## config.mk

```make
export PLATFORM = sky130hd
export DESIGN_NAME = cmpwave_top
export DESIGN_NICKNAME = d
export VERILOG_FILES = /design/src/rtl/cmpwave_pkg.sv /design/src/rtl/cmpwave_shadow.sv /design/src/rtl/cmpwave_gen.sv /design/src/rtl/cmpwave_top.sv
export SDC_FILE = /design/constraint.sdc
export NUM_CORES = 1
export LEC_CHECK = 0
export ABC_AREA = 1
export ABC_CLOCK_PERIOD_IN_PS = 1900
export BUFFER_PORTS_ARGS = -buffer_cell sky130_fd_sc_hd__clkbuf_2
export CELL_PAD_IN_SITES_DETAIL_PLACEMENT = 1
export CELL_PAD_IN_SITES_GLOBAL_PLACEMENT = 2
export CORE_ASPECT_RATIO = 1.75
export CORE_MARGIN = 3
export CORE_UTILIZATION = 31
export DETAILED_ROUTE_END_ITERATION = 7
export PLACE_DENSITY = 0.86
export REMOVE_ABC_BUFFERS = 1
export SLEW_MARGIN = 20
export SYNTH_ARGS = -nofsm -noshare
export SYNTH_HDL_FRONTEND = slang
export SYNTH_SLANG_ARGS = --single-unit
```

## constraint.sdc

```tcl
create_clock -name clk -period 1.9 [get_ports clk]
set_input_delay 0.19 -clock clk [delete_from_list [all_inputs] [get_ports clk]]
set_output_delay 0.19 -clock clk [all_outputs]
set_load 0.02 [all_outputs]
```

## src/rtl/cmpwave_pkg.sv

```systemverilog
package cmpwave_pkg;

    typedef struct packed {
        logic pol_inv;
        logic set_once;
        logic preload;
    } wave_cfg_t;

    typedef enum logic [1:0] {
        WV_IDLE = 2'd0,
        WV_RUN  = 2'd1,
        WV_HELD = 2'd2
    } wave_state_t;

    function automatic logic apply_pol(input logic level, input logic inv);
        return level ^ inv;
    endfunction

endpackage

```

## src/rtl/cmpwave_shadow.sv

```systemverilog
module cmpwave_shadow #(
    parameter int          W       = 16,
    parameter logic [W-1:0] RST_VAL = '0
) (
    input  logic         clk,
    input  logic         rst,
    input  logic         preload,
    input  logic         period_end,
    input  logic         wr,
    input  logic [W-1:0] wr_data,
    output logic [W-1:0] active
);

    logic [W-1:0] shadow_q;
    logic         pending_q;

    always_ff @(posedge clk) begin
        if (rst) begin
            active    <= RST_VAL;
            shadow_q  <= RST_VAL;
            pending_q <= 1'b0;
        end else if (!preload) begin
            if (wr) active <= wr_data;
            pending_q <= 1'b0;
        end else if (period_end) begin
            if (wr)             active <= wr_data;
            else if (pending_q) active <= shadow_q;
            pending_q <= 1'b0;
        end else if (wr) begin
            shadow_q  <= wr_data;
            pending_q <= 1'b1;
        end
    end

    AST_DIRECT_WRITE: assert property (@(posedge clk) disable iff (rst)
        (!preload && wr) |=> (active == $past(wr_data)));

    AST_DEFERRED_HOLD: assert property (@(posedge clk) disable iff (rst)
        (preload && !period_end) |=> $stable(active));

    AST_COINCIDENT_WRITE: assert property (@(posedge clk) disable iff (rst)
        (preload && period_end && wr) |=> (active == $past(wr_data)));

endmodule

```

## src/rtl/cmpwave_gen.sv

```systemverilog
module cmpwave_gen
    import cmpwave_pkg::*;
#(
    parameter int W = 16
) (
    input  logic         clk,
    input  logic         rst,
    input  logic         en,
    input  wave_cfg_t    cfg,
    input  logic [W-1:0] cnt_val,
    input  logic [W-1:0] cmp_val,
    input  logic [W-1:0] arr_val,
    input  logic         period_end,
    output logic         wave_q
);

    wave_state_t state_q, state_d;
    logic        in_window;
    logic        held;

    assign in_window = (cnt_val > cmp_val) && (cnt_val <= arr_val);
    assign held      = (state_q == WV_HELD) && cfg.set_once;

    always_comb begin
        state_d = state_q;
        if (!en)
            state_d = WV_IDLE;
        else if (cfg.set_once && period_end)
            state_d = WV_HELD;
        else if (state_q != WV_HELD)
            state_d = WV_RUN;
    end

    always_ff @(posedge clk) begin
        if (rst) begin
            state_q <= WV_IDLE;
            wave_q  <= 1'b0;
        end else begin
            state_q <= state_d;
            if (!en)
                wave_q <= apply_pol(1'b0, cfg.pol_inv);
            else if (held)
                wave_q <= apply_pol(1'b1, cfg.pol_inv);
            else
                wave_q <= apply_pol(in_window, cfg.pol_inv);
        end
    end

    AST_WINDOW_ASSERTED: assert property (@(posedge clk) disable iff (rst)
        (en && !cfg.set_once && cnt_val > cmp_val && cnt_val <= arr_val)
        |=> (wave_q == !$past(cfg.pol_inv)));

    AST_OUTSIDE_WINDOW: assert property (@(posedge clk) disable iff (rst)
        (en && !cfg.set_once && (cnt_val <= cmp_val || cnt_val > arr_val))
        |=> (wave_q == $past(cfg.pol_inv)));

    AST_SET_ONCE_HOLD: assert property (@(posedge clk) disable iff (rst)
        (en && cfg.set_once && period_end) ##1 (en && cfg.set_once)
        |=> (wave_q == !$past(cfg.pol_inv)));

    AST_DISABLED_IDLE: assert property (@(posedge clk) disable iff (rst)
        !en |=> (wave_q == $past(cfg.pol_inv)));

endmodule

```

## src/rtl/cmpwave_top.sv

```systemverilog
module cmpwave_top
    import cmpwave_pkg::*;
#(
    parameter int CNT_W = 16
) (
    input  logic             clk,
    input  logic             rst,
    input  logic             en,
    input  logic             pol_inv,
    input  logic             set_once,
    input  logic             preload,
    input  logic [CNT_W-1:0] cnt_val,
    input  logic             period_end,
    input  logic             cmp_wr,
    input  logic [CNT_W-1:0] cmp_wdata,
    input  logic             arr_wr,
    input  logic [CNT_W-1:0] arr_wdata,
    output logic             wave_out,
    output logic [CNT_W-1:0] cmp_active,
    output logic [CNT_W-1:0] arr_active
);

    localparam logic [CNT_W-1:0] CMP_RST = '0;
    localparam logic [CNT_W-1:0] ARR_RST = '1;

    wave_cfg_t cfg;
    assign cfg = '{pol_inv: pol_inv, set_once: set_once, preload: preload};

    cmpwave_shadow #(.W(CNT_W), .RST_VAL(CMP_RST)) i_cmp_reg (
        .clk        (clk),
        .rst        (rst),
        .preload    (cfg.preload),
        .period_end (period_end),
        .wr         (cmp_wr),
        .wr_data    (cmp_wdata),
        .active     (cmp_active)
    );

    cmpwave_shadow #(.W(CNT_W), .RST_VAL(ARR_RST)) i_arr_reg (
        .clk        (clk),
        .rst        (rst),
        .preload    (cfg.preload),
        .period_end (period_end),
        .wr         (arr_wr),
        .wr_data    (arr_wdata),
        .active     (arr_active)
    );

    cmpwave_gen #(.W(CNT_W)) i_gen (
        .clk        (clk),
        .rst        (rst),
        .en         (en),
        .cfg        (cfg),
        .cnt_val    (cnt_val),
        .cmp_val    (cmp_active),
        .arr_val    (arr_active),
        .period_end (period_end),
        .wave_q     (wave_out)
    );

    AST_RESET_STATE: assert property (@(posedge clk)
        rst |=> (wave_out == 1'b0 && cmp_active == CMP_RST && arr_active == ARR_RST));

endmodule

```

==> flow_summary.ini <==
[run_status]
status = completed

[setup_path]
worst_setup_path_end_kind = flip-flop
required_ns = 2.17
path_class = flip-flop to flip-flop
cp-start-kind = flip-flop
worstPathMaxFanout = 3
arrival_ns = 1.99

[placement]
port_buffers = 89
place_area_mm2 = 0.00446
gp_congestion = 0.753
dp_hpwl_um = 8690

[drt]
drtAntennaViolNets = 0
wl_met1_um = 4060
highest_layer = met4
routed_wl_um = 10900
met2WireLength_um = 6110
post-route-drc-count = 0
met3_length_um = 316
vias = 3486
first_pass_iters = 4
wl_per_cell_um = 14.9
first_iter_violations = 67
via_per_inst = 4.78

[logic_synthesis]
synth.most_common_cell = inv_1
netlist_top_cells_area = dfxtp_1 36%, ha_1 10%, a211oi_2 10%
ys_types = 26
syn_inst = 474
synth_seq_area_share = 0.360
syn_avg_cell_area_um2 = 8.10
synth_warnings = 0
yosys_register_bits = 69
synthArstFlopShare = 0
synth-main-ff-cell = dfxtp_1
synth_edf_count = 0
synth_area_leader_cell = dfxtp_1
syn-cell-area_mm2 = 0.00384
yosys.area.top_type_share = 0.360
ys_top_cells_by_count = 77 x inv_1, 76 x nand2_1, 69 x dfxtp_1, 50 x o21ai_0, 49 x a21oi_1

[power_and_ir_drop]
peakVddDrop_v = 0.000383
power_w = 0.00414
power.density_mw_per_mm2 = 860
leakagePower_nw = 2.26

[floorplan]
start_util = 0.318
core_area_mm2 = 0.0121
fp.dieW_um = 90.1
die_h_um = 153
dieArea_mm2 = 0.0138
rows = 53
pin_count = 90

[worst_hold_path]
hold_class = input port to flip-flop

[global_routing]
grt_antenna_before_repair = 0
grt_pass1_vias = 3797
overflow = 0
grt.total_usage = 0.165
grt_pass1_wl_um = 18400
grt_max_degree = 35

[finish]
final_layout_size_suffix_gt1_frac = 0.317
nets = 648
design_area_mm2 = 0.00481
syn2layout_area_growth_pct = 25.4
diodes = 0
fin_util = 0.399

[clock_network]
cts_max_path_buffers = 2
cts_root_buf = clkbuf_16
postCtsHoldBufs = 0
clkTransAtPathRegs_ns = 0.06
ctsResizeCount = 0
postCtsSetupBuffers = 0
htreeDepth = 3
cts_tree = done
cts_made_buffers = 9
clk_latency_ns = 0.33
clock-sinks = 69

[timing]
max_freq_ghz = 0.580
hold_slack_ns = 0.102
fin_setup_tns_ns = 0
maxSlewHeadroom = 0.751
setup_viol = 0
period_needed_ns = 1.72
finalClockSkew_ns = 0.00538
final-hold-violation-count = 0
post-route-period-util = 0.907
tightestPinTransition_ns = 0.374
drv_slew = 0

[job]
maxCapViolations = 0
==> per-stage QoR <==
| stage | worst slack [ns] | std cells |
|---|---|---|
| detailed placement | 0.0890 | 713 |
| global route | -0.0298 | 729 |
| global placement | 0.149 | 713 |
| finish | 0.176 | 729 |
| CTS | 0.0471 | 729 |
| floorplan | -0.344 | 448 |
==> logic make-up (layout without fill, tap and decap cells) <==
logic type | Yosys count | after routing | share of synthesized area
AOI/OAI and AO/OA | 152 | 152 | 0.273
adders and majority gates | 32 | 32 | 0.104
buffers and inverters | 104 | 194 | 0.115
DFF | 69 | 69 | 0.360
and+or+nand+nor | 117 | 117 | 0.148
==> worst max-delay path, cell delays in order, from the launching register on <==
cell	delay (ns)
dfxtp_1	0.34
inv_1	0.08
ha_1	0.31
a21oi_1	0.19
nand2_1	0.08
a21oi_1	0.19
a21oi_2	0.09
nand2_1	0.06
nand2_1	0.07
nand3_1	0.07
nand2_1	0.06
nor2_1	0.12
==> worst paths after layout <==
kind	from	to	slack, ns	cells after the start
hold reg to reg	i_cmp_reg.shadow_q[1]	i_cmp_reg.shadow_q[1]	0.47	2
setup / recovery	i_cmp_reg.active[11]	i_gen.wave_q	0.18	11
setup reg to reg	i_cmp_reg.active[11]	i_gen.wave_q	0.18	11
hold / removal	arr_wdata[11]	i_arr_reg.shadow_q[11]	0.10	3
==> cell type report <==
| type | instances | area (µm²) |
|---|---|---|
| Clock buffer | 12 | 267 |
| Clock inverter | 4 | 45.0 |
| Fill cell | 1548 | 7250 |
| Inverter | 78 | 293 |
| Multi-Input combinational cell | 301 | 2060 |
| Sequential cell | 69 | 1390 |
| Tap cell | 165 | 206 |
| Timing Repair Buffer | 100 | 553 |
==> where the power goes <==
group	internal (W)	switching, W	total (W)
Clock	0.00112	0.000617	0.00173
Combinational	0.000299	0.000516	0.000816
Sequential	0.00155	0.0000447	0.00159
==> sequential cells by signal, summed over array words and instances, names as in the netlist <==
register             count
i_arr_reg.pending_q      1
i_gen.state_q            2
i_arr_reg.active        16
i_cmp_reg.shadow_q      16
i_cmp_reg.active        16
i_gen.wave_q             1
i_arr_reg.shadow_q      16
i_cmp_reg.pending_q      1
==> cell usage in the layout, fill, tap and decap left out, types with 4 or more instances in the layout <==
master	synthesis	routed
a211oi_2	31	31
nand3_1	4	4
inv_1	77	77
nor2_1	16	14
nand2_1	76	74
dfxtp_1	69	65
a21oi_1	49	46
dfxtp_2	0	4
buf_4	0	9
nor2_4	15	15
clkbuf_2	0	89
o211ai_1	16	16
clkbuf_16	0	9
o21ai_0	50	49
ha_1	32	31
==> routing by layer <==
metal  global-route usage  vias to the layer above
met5                    0                        -
met1                0.170                     1658
met4               0.0811                        0
met3               0.0310                       24
li1                     -                     1746
met2                0.313                       58
No activity file was read; power rests on OpenSTA's default activity.
